### src/rtl/pd_steer_pkg.sv
package pd_steer_pkg;

   typedef enum logic {
      DIR_NEG = 1'b0,
      DIR_POS = 1'b1
   } dir_e;

endpackage

### src/rtl/pd_tick.sv
module pd_tick #(
   parameter int PERIOD_CYC = 100000
) (
   input  logic clk,
   input  logic rst_n,
   output logic tick_o
);
   localparam int CNT_W = (PERIOD_CYC > 2) ? $clog2(PERIOD_CYC) : 1;
   localparam logic [CNT_W-1:0] LAST = CNT_W'(PERIOD_CYC - 1);

   logic [CNT_W-1:0] cnt_q;

   assign tick_o = (cnt_q == LAST);

   always_ff @(posedge clk) begin
      if (!rst_n)      cnt_q <= '0;
      else if (tick_o) cnt_q <= '0;
      else             cnt_q <= cnt_q + 1'b1;
   end

   // the counter never passes its terminal value
   a_r2_cnt_bound: assert property (@(posedge clk) disable iff (!rst_n)
      cnt_q <= LAST);
endmodule

### src/rtl/pd_law.sv
module pd_law
   import pd_steer_pkg::*;
#(
   parameter int ANG_W     = 16,
   parameter int GAIN_W    = 8,
   parameter int GAIN_FRAC = 4,
   parameter int INC_MAX   = 13,
   parameter int INC_W     = 4,
   parameter bit USE_D     = 1'b1
) (
   input  logic              clk,
   input  logic              rst_n,
   input  logic              tick_i,
   input  logic [ANG_W-1:0]  desired_i,
   input  logic [ANG_W-1:0]  actual_i,
   input  logic [GAIN_W-1:0] kp_i,
   input  logic [GAIN_W-1:0] kd_i,
   output logic [INC_W-1:0]  inc_o,
   output dir_e              dir_o
);
   localparam int E_W = ANG_W + 1;
   localparam int D_W = ANG_W + 2;
   localparam int P_W = D_W + GAIN_W;
   localparam int S_W = P_W + 1;

   logic [E_W-1:0] err, err_q;
   logic [D_W-1:0] derr;
   logic signed [P_W-1:0] ex, dx, kpx, kdx, prod_p, prod_d;
   logic signed [S_W-1:0] sum, cmd;
   logic [S_W-1:0] mag;
   logic [INC_W-1:0] inc_sat;

   assign err  = {desired_i[ANG_W-1], desired_i} - {actual_i[ANG_W-1], actual_i};
   assign derr = {err[E_W-1], err} - {err_q[E_W-1], err_q};

   assign ex  = {{(P_W-E_W){err[E_W-1]}}, err};
   assign dx  = {{(P_W-D_W){derr[D_W-1]}}, derr};
   assign kpx = {{(P_W-GAIN_W){kp_i[GAIN_W-1]}}, kp_i};
   assign kdx = {{(P_W-GAIN_W){kd_i[GAIN_W-1]}}, kd_i};

   assign prod_p = ex * kpx;

   generate
      if (USE_D) begin : g_deriv
         assign prod_d = dx * kdx;
      end else begin : g_prop_only
         assign prod_d = '0;
      end
   endgenerate

   assign sum = {prod_p[P_W-1], prod_p} + {prod_d[P_W-1], prod_d};
   assign cmd = sum >>> GAIN_FRAC;
   assign mag = cmd[S_W-1] ? S_W'(-cmd) : S_W'(cmd);
   assign inc_sat = (mag > S_W'(INC_MAX)) ? INC_W'(INC_MAX) : mag[INC_W-1:0];

   always_ff @(posedge clk) begin
      if (!rst_n) begin
         err_q <= '0;
         inc_o <= '0;
         dir_o <= DIR_NEG;
      end else if (tick_i) begin
         err_q <= err;
         inc_o <= (|err) ? inc_sat : '0;
         if (|err) dir_o <= err[E_W-1] ? DIR_NEG : DIR_POS;
      end
   end

   a_r5_zero_err_idle: assert property (@(posedge clk) disable iff (!rst_n)
      tick_i && (err == '0) |=> (inc_o == '0));
   a_r3_dir_pos: assert property (@(posedge clk) disable iff (!rst_n)
      tick_i && !err[E_W-1] && (|err) |=> (dir_o == DIR_POS));
   a_r3_dir_neg: assert property (@(posedge clk) disable iff (!rst_n)
      tick_i && err[E_W-1] |=> (dir_o == DIR_NEG));
   a_r2_hold_between: assert property (@(posedge clk) disable iff (!rst_n)
      !tick_i |=> $stable(inc_o) && $stable(dir_o));
endmodule

### src/rtl/pd_nco.sv
module pd_nco
   import pd_steer_pkg::*;
#(
   parameter int ACC_W   = 16,
   parameter int INC_MAX = 13,
   parameter int INC_W   = 4
) (
   input  logic             clk,
   input  logic             rst_n,
   input  logic [INC_W-1:0] inc_i,
   input  dir_e             dir_req_i,
   output logic             pulse_o,
   output logic             dir_o
);
   logic [ACC_W-1:0] acc_q, acc_d, inc_x;

   assign inc_x   = {{(ACC_W-INC_W){1'b0}}, inc_i};
   assign acc_d   = (inc_i == '0) ? '0 : acc_q + inc_x;
   assign pulse_o = acc_q[ACC_W-1];

   always_ff @(posedge clk) begin
      if (!rst_n) begin
         acc_q <= '0;
         dir_o <= 1'b0;
      end else begin
         acc_q <= acc_d;
         if (!acc_q[ACC_W-1] && !acc_d[ACC_W-1]) dir_o <= dir_req_i;
      end
   end

   a_r4_inc_ceiling: assert property (@(posedge clk) disable iff (!rst_n)
      inc_i <= INC_W'(INC_MAX));
   a_r7_idle_low: assert property (@(posedge clk) disable iff (!rst_n)
      (inc_i == '0) |=> !pulse_o);
   a_r8_dir_boundary: assert property (@(posedge clk) disable iff (!rst_n)
      !$stable(dir_o) |-> !pulse_o && !$past(pulse_o));
endmodule

### src/rtl/pd_steer_drive.sv
module pd_steer_drive
   import pd_steer_pkg::*;
#(
   parameter int ANG_W      = 16,
   parameter int GAIN_W     = 8,
   parameter int GAIN_FRAC  = 4,
   parameter int ACC_W      = 16,
   parameter int INC_MAX    = 13,
   parameter int PERIOD_CYC = 100000,
   parameter bit USE_D      = 1'b1
) (
   input  logic              clk,
   input  logic              rst_n,
   input  logic [ANG_W-1:0]  desired_i,
   input  logic [ANG_W-1:0]  actual_i,
   input  logic [GAIN_W-1:0] kp_i,
   input  logic [GAIN_W-1:0] kd_i,
   output logic              pulse_o,
   output logic              dir_o
);
   localparam int INC_W = $clog2(INC_MAX + 1);

   generate
      if (INC_MAX < 1 || INC_MAX >= 2 ** (ACC_W - 1)) begin : g_bad_ceiling
         $error("INC_MAX must lie in 1 .. 2**(ACC_W-1)-1");
      end
      if (PERIOD_CYC < 2) begin : g_bad_period
         $error("PERIOD_CYC must be at least 2");
      end
      if (GAIN_FRAC >= GAIN_W + ANG_W) begin : g_bad_frac
         $error("GAIN_FRAC too large for the product width");
      end
   endgenerate

   logic             tick;
   logic [INC_W-1:0] inc;
   dir_e             dir_req;

   pd_tick #(.PERIOD_CYC(PERIOD_CYC)) u_tick (
      .clk(clk), .rst_n(rst_n), .tick_o(tick)
   );

   pd_law #(
      .ANG_W(ANG_W), .GAIN_W(GAIN_W), .GAIN_FRAC(GAIN_FRAC),
      .INC_MAX(INC_MAX), .INC_W(INC_W), .USE_D(USE_D)
   ) u_law (
      .clk(clk), .rst_n(rst_n), .tick_i(tick),
      .desired_i(desired_i), .actual_i(actual_i),
      .kp_i(kp_i), .kd_i(kd_i),
      .inc_o(inc), .dir_o(dir_req)
   );

   pd_nco #(.ACC_W(ACC_W), .INC_MAX(INC_MAX), .INC_W(INC_W)) u_nco (
      .clk(clk), .rst_n(rst_n), .inc_i(inc), .dir_req_i(dir_req),
      .pulse_o(pulse_o), .dir_o(dir_o)
   );
endmodule

### config.mk
export PLATFORM = sky130hd
export DESIGN_NAME = pd_steer_drive
export DESIGN_NICKNAME = d
export VERILOG_FILES = /design/src/rtl/pd_steer_pkg.sv /design/src/rtl/pd_tick.sv /design/src/rtl/pd_law.sv /design/src/rtl/pd_nco.sv /design/src/rtl/pd_steer_drive.sv
export SDC_FILE = /design/constraint.sdc
export NUM_CORES = 1
export LEC_CHECK = 0
export BUFFER_PORTS_ARGS = -buffer_cell sky130_fd_sc_hd__buf_2
export CORE_ASPECT_RATIO = 0.75
export CORE_UTILIZATION = 45
export DETAILED_ROUTE_END_ITERATION = 8
export SYNTH_ARGS = -nofsm -noshare
export SYNTH_HDL_FRONTEND = slang
export SYNTH_SLANG_ARGS = --single-unit
export TNS_END_PERCENT = 100
### constraint.sdc
create_clock -name clk -period 29.5 [get_ports clk]
set_input_delay 5.9 -clock clk [delete_from_list [all_inputs] [get_ports clk]]
set_output_delay 5.9 -clock clk [all_outputs]
set_load 0.02 [all_outputs]
# Yosys cells after proc, flatten, opt, wreduce, memory -nomap -nowiden
# Index checks and enable logic that the tools add are counted.
[op_classes]
addsub = 6
mul = 2
n_div = 0
order_cmp = 1
eq_ne = 1
shift = 0
muxes = 5
n_bitwise = 1
reduce_logical = 8
[op_table]
columns = ["op", "n"]
rows = [
  ["adder 25 x 26 -> 27 bit", 1],
  ["greater-than comparator 27 x 4 -> 1 bit (second input constant)", 1],
  ["two-way mux 27 bit", 1],
  ["negator 23 -> 27 bit", 1],
  ["multiplier 18 x 8 -> 26 bit", 1],
  ["multiplier 17 x 8 -> 25 bit", 1],
  ["subtractor 17 x 17 -> 18 bit", 1],
  ["adder 17 x 1 -> 17 bit (second input constant)", 1],
  ["== test 17 bit (second input constant)", 1],
  ["OR reduction 17 bit", 1],
  ["subtractor 16 x 16 -> 17 bit", 1],
  ["adder 16 x 4 -> 16 bit", 1],
  ["two-way mux 16 bit", 1],
  ["two-way mux 4 bit", 2],
  ["logical NOT 4 bit", 1],
  ["OR reduction 2 bit", 2],
  ["logical NOT 1 bit", 2],
  ["AND reduction 2 bit", 1],
  ["logical AND 1 bit", 1],
  ["two-way mux 1 bit", 1],
  ["NOT 1 bit", 1],
]
[totals]
register_bits = 56
latch_bits = 0
ramBits = 0
rom_bits = 0
in_bits = 50
out_inout_bits = 2
mem_count = 0

# Longest topological paths before layout
[depth]
ltp_word = 9
mapped_depth = 46
ltp_nobuf = 43

# Cells and area by module
# From an unflattened synthesis, not the netlist that was laid out.
[hier_totals]
hier_cells = 1819
area_unflattened_um2 = 15388.5
[by_module_without_submodules]
columns = ["module", "instances", "cells_per_inst", "area_per_inst_um2", "seq_area_each_um2"]
rows = [
  ["pd_law", 1, 1638, 13767.0, 440.4],
  ["pd_nco", 1, 94, 829.5, 340.3],
  ["pd_tick", 1, 87, 792.0, 340.3],
]

# Least setup slack after synthesis
# OpenSTA, ideal clock, no wires.
[synth_timing]
path_type = "input-to-reg"
from = "input port actual_i[2]"
to = "register u_law.inc_o[3]"
t_arrival_ns = 16.033
t_required_ns = 29.383
slack_ns = 13.350
cell_stages = 40
cell_sequence = "inv_1 -> ha_1 -> nor2b_1 -> o21a_1 -> a311oi_1 -> a211oi_1 -> o31a_1 -> or3_1 -> a21oi_1 -> xnor2_1 -> clkbuf_1 -> ha_1 -> nand3_1 -> a2111oi_0 -> nor3_1 -> xnor2_1 -> nand2_1 -> fa_1 -> [... 4 more ...] -> fa_1 -> inv_1 -> fa_1 -> inv_1 -> ha_1 -> a21o_1 -> a31o_2 -> a221oi_1 -> o2111ai_1 -> o21ai_0 -> xnor2_1 -> clkbuf_1 -> o2111ai_1 -> o31a_1 -> a2111o_1 -> nor4_2 -> nand4_1 -> a22o_1"
[synth_between]
elab_chain_len = 9
elab_cells_between_ends = 11
classes_between = "add/sub: 4; mul: 2; order compare: 1; mux: 3; reduce/logical: 1"
[synth_lines]
columns = ["item", "line_no", "rtl"]
rows = [
  ["from (decl)", "pd_steer_drive.sv:15", "input logic [ANG_W-1:0] actual_i,"],
  ["subtractor 16 x 16 -> 17 bit (*)", "pd_law.sv:33", "assign err = {desired_i[ANG_W-1], desired_i} - {actual_i[ANG_W-1], actual_i};"],
  ["via u_law.err[14]", "pd_law.sv:26", "logic [E_W-1:0] err, err_q;"],
  ["subtractor 17 x 17 -> 18 bit", "pd_law.sv:34", "assign derr = {err[E_W-1], err} - {err_q[E_W-1], err_q};"],
  ["multiplier 18 x 8 -> 26 bit", "pd_law.sv:45", "assign prod_d = dx * kdx;"],
  ["adder 25 x 26 -> 27 bit", "pd_law.sv:51", "assign sum = {prod_p[P_W-1], prod_p} + {prod_d[P_W-1], prod_d};"],
  ["negator 23 -> 27 bit", "pd_law.sv:53", "assign mag = cmd[S_W-1] ? S_W'(-cmd) : S_W'(cmd);"],
  ["two-way mux 27 bit", "pd_law.sv:53", ""],
  ["greater-than comparator 27 x 4 -> 1 bit", "pd_law.sv:54", "assign inc_sat = (mag > S_W'(INC_MAX)) ? INC_W'(INC_MAX) : mag[INC_W-1:0];"],
  ["two-way mux 4 bit", "pd_law.sv:54", ""],
  ["two-way mux 4 bit (*)", "pd_law.sv:63", "inc_o <= (|err) ? inc_sat : '0;"],
  ["to (signal assigned)", "pd_law.sv:63", ""],
  ["to (decl)", "pd_law.sv:18", "output logic [INC_W-1:0] inc_o,"],
]
# Mark *: on every way through the listed nets, which the timed path passes. The rest lies on a longest branch.
# A chain may end at the register's enable or synchronous reset.

# Worst setup path in the final report
[layout_timing]
from = "input port desired_i[0]"
to = "register u_law.inc_o[3]"
[layout_between]
elab_chain_len = 9
elab_cells_between_ends = 11
classes_between = "add/sub: 4; mul: 2; order compare: 1; mux: 3; reduce/logical: 1"
[layout_lines]
columns = ["item", "line_no", "rtl"]
rows = [
  ["from (decl)", "pd_steer_drive.sv:14", "input logic [ANG_W-1:0] desired_i,"],
  ["subtractor 16 x 16 -> 17 bit (*)", "pd_law.sv:33", ""],
  ["subtractor 17 x 17 -> 18 bit", "pd_law.sv:34", ""],
  ["multiplier 18 x 8 -> 26 bit", "pd_law.sv:45", ""],
  ["adder 25 x 26 -> 27 bit", "pd_law.sv:51", ""],
  ["negator 23 -> 27 bit", "pd_law.sv:53", ""],
  ["two-way mux 27 bit", "pd_law.sv:53", ""],
  ["greater-than comparator 27 x 4 -> 1 bit", "pd_law.sv:54", ""],
  ["two-way mux 4 bit", "pd_law.sv:54", ""],
  ["two-way mux 4 bit (*)", "pd_law.sv:63", ""],
]
# Mark *: on every way between the ends. The rest lies on a longest branch, timed or not.

==> summary.txt <==
Status
  – Result of the run: complete, no violations

Worst setup path
  – CP max stage cell: xnor2_1
  – Slowest Stage Delay on Critical Path: 0.98 ns
  – Element type at the critical path start: input pin
  – CP Class: in2reg
  – Max Fanout on Critical Path: 21
  – Number of cells on the critical path: 40
  – Critical Path Sink Type: flop
  – Count of buffer and inverter cells on the critical path: 6
  – Crit path max-delay family: compound AO/OA/AOI/OAI gates
  – Reg2reg path depth: 37
  – Worst Path Required: 29.69 ns
  – Most used cell along the critical path: fa_1
  – Crit path DAT: 17.84 ns

Clock tree
  – TritonCTS sink count: 56
  – Htree depth: 2
  – Root Driver: clkbuf_16
  – Number of buffers created by CTS: 5
  – Post-cts hold buffer count: 0
  – Source-to-sink clock delay at the later pin of the worst-skew pair: 0.31 ns
  – Number of buffers between clock root and the deepest sink: 2
  – Post-CTS setup buffers: 0
  – Clock tree from TritonCTS: yes
  – Clock Pin Slew Worst Setup and Hold Paths: 0.08 ns
  – Cells resized by post-CTS repair: 0

Finish
  – Fillers: 3,258
  – Reg area: 1121 um^2
  – Net count of the finished layout: 2,257
  – Fin util: 48.74%
  – Share of post-route cells with drive strength above 1: 5.989%
  – Synthesis-to-layout area growth: 5.752%
  – Number of antenna repair diodes: 0
  – Multi-input combinational cell area: 12,140 um^2

Yosys
  – Number of distinct library cells after synthesis: 79
  – Sequential share of the synthesized area: 7.447%
  – Number of synthesized flops with an enable pin: 0
  – Net Count, Synth: 2,242
  – Primary flip-flop cell chosen by synthesis mapping: dfxtp_1
  – Dominant cell by count in the synthesized netlist: inv_1
  – Synth Area per Inst: 8.345 um^2
  – Synthesis warning total: 0
  – Mapped cell area: 15,050 um^2
  – Synth top area share: 37.23%
  – Synth top cells by count: 412 x inv_1, 280 x fa_1, 231 x nand2_1, 108 x ha_1, 95 x nor2_1
  – Seq cells post-synth: 56
  – Share of async-settable or async-resettable flops after synthesis: 0%
  – Leading post-synthesis cells by cell area: fa_1 37%, inv_1 10%, ha_1 9.0%, dfxtp_1 7.4%, nand2_1 5.8%
  – Gate Count Post-Synth: 1,804
  – Cell type with the largest total area after synthesis: fa_1

Floorplanning
  – Die Span Y: 160.4 um
  – Width of the die: 213.2 um
  – Top-Level Pins: 52
  – Initial standard-cell utilization of the core: 46.09%
  – Area of the placeable core: 32,660 um^2
  – Die footprint: 34,200 um^2
  – FP Rows: 57

Routing
  – Post-detailed-route wirelength per cell: 16.65 um
  – DR vias/cell: 5.225
  – Wire length after detailed routing: 37,670 um
  – Iter 0 DRT Violations: 810
  – # DRC: 0
  – Via Count: 11,819
  – Post-route ant nets: 0
  – Number of search-and-repair iterations in the first detailed-routing pass: 5

GRT
  – Most heavily used metal layer in global routing: met2
  – Global route overflow: 0
  – Number of global-route vias before repair: 12,293
  – Pin count of the biggest net entering global routing: 27
  – Met2 Use GR: 37.83%
  – First-pass GRT wire length: 63,380 um
  – Routing usage on met1: 34.40%
  – Overall Global Routing Usage: 23.52%
  – Global routing met3 resource utilization: 2.562%
  – Number of antenna violations at the first check in global routing: 1

Timing
  – Worst clock skew: 0.01268 ns
  – Pins over their slew limit: 0
  – RSZ-0062 raised after global routing: no
  – Number of setup violations in the final report: 0
  – Total Neg Setup Slack: 0 ns
  – Slew at the pin closest to its max-slew limit: 1.220 ns
  – Worst Hold Margin: 0.4688 ns
  – Fmax: 56.68 MHz
  – Number of endpoints with negative hold slack in the final report: 0
  – Final worst slack: 11.86 ns
  – Portion of the clock cycle consumed by the worst path in the final layout: 59.81%
  – Minimum period implied by the final worst setup slack: 17.64 ns
  – Worst relative slew slack: 18.09%

Run
  – Number of max-cap violations: 0

Worst hold path
  – Worst min-delay path category: reg2reg
  – Number of cells traversed by the worst hold path: 2

Placed design
  – I/O Buffers: 51
  – Placer's final routability congestion estimate: 0.8451
  – Detailed placer's ending HPWL: 31,160 um
  – Dpl ws: 11.66 ns
## sequential cells by signal, summed over array words and instances (netlist names)
signal	count
u_nco.dir_o	1
u_nco.acc_q	16
u_law.dir_o	1
u_law.err_q	17
u_law.inc_o	4
u_tick.cnt_q	17
## layout make-up
type | instances | area share [%]
well taps | 442 | 3.474
inverters | 413 | 9.738
clock inverters | 3 | 0.1729
repair buffers | 71 | 2.546
multi-input cells | 1272 | 76.24
clock buffers | 5 | 0.7859
flip-flops and latches | 56 | 7.042
## cells by family (layout without fill, tap and decap cells)
kind of cell | after synthesis | count (layout) | share of synthesized area [%]
XOR/XNOR | 85 | 85 | 4.945
flip-flops | 56 | 56 | 7.447
AO/OA/AOI/OAI | 191 | 191 | 9.093
buffers and inverters | 476 | 492 | 11.93
AND/OR/NAND/NOR | 599 | 599 | 19.76
adder cells (fa/ha/maj) | 388 | 388 | 46.21
multiplexers | 9 | 9 | 0.6233
## final timing paths
kind,slack [ns],start,end
worst max register to register,18.60,u_law.err_q[1]$_SDFFE_PN0N_,u_law.inc_o[3]$_SDFFE_PN0N_
worst min-delay path,0.47,u_law.err_q[9]$_SDFFE_PN0N_,u_law.err_q[9]$_SDFFE_PN0N_
worst max-delay path,11.86,desired_i[0],u_law.inc_o[3]$_SDFFE_PN0N_
worst min register to register,0.47,u_law.err_q[9]$_SDFFE_PN0N_,u_law.err_q[9]$_SDFFE_PN0N_
## cells in the final DEF (no fill, tap or decap), types with 14 or more instances in the layout
master and instances:
a21boi_0 14, a21o_1 15, a21oi_1 39, and2_1 86, and3_1 18, buf_2 51, buf_4 20, dfxtp_1 56
fa_1 280, ha_1 108, inv_1 412, nand2_1 231, nand2b_1 18, nand3_1 30, nand4_1 16, nor2_1 95
nor2b_1 26, nor3_1 23, o21ai_0 27, xnor2_1 52, xor2_1 33
## metrics by stage
step	cells	cell area, um^2
2_1_floorplan	1804	15050
3_3_place_gp	2254	15770
3_5_place_dp	2254	15770
4_1_cts	2262	15920
5_1_grt	2262	15920
6_report	2262	15920
## worst register-to-register path: cells and delay by family, from the launching register on
family	cells	cell delay, ns
AO/OA/AOI/OAI	17	4.54
XOR/XNOR	2	0.70
flip-flops	1	0.34
adder cells (fa/ha/maj)	8	3.77
buffers and inverters	5	0.45
AND/OR/NAND/NOR	5	1.00
## routing by layer
metal / routed length (um) / share of wire (%) / vias to the layer above
met2: 17120 / 45 / 288
li1: - / - / 5586
met3: 1878 / 5.0 / 42
met4: 549 / 1.5 / 0
met1: 18120 / 48 / 5903
met5: 0 / 0 / -
Power is left out: the tool's default activity adds up to more than one toggle a clock period on the data nets, which glitch-free logic cannot reach.
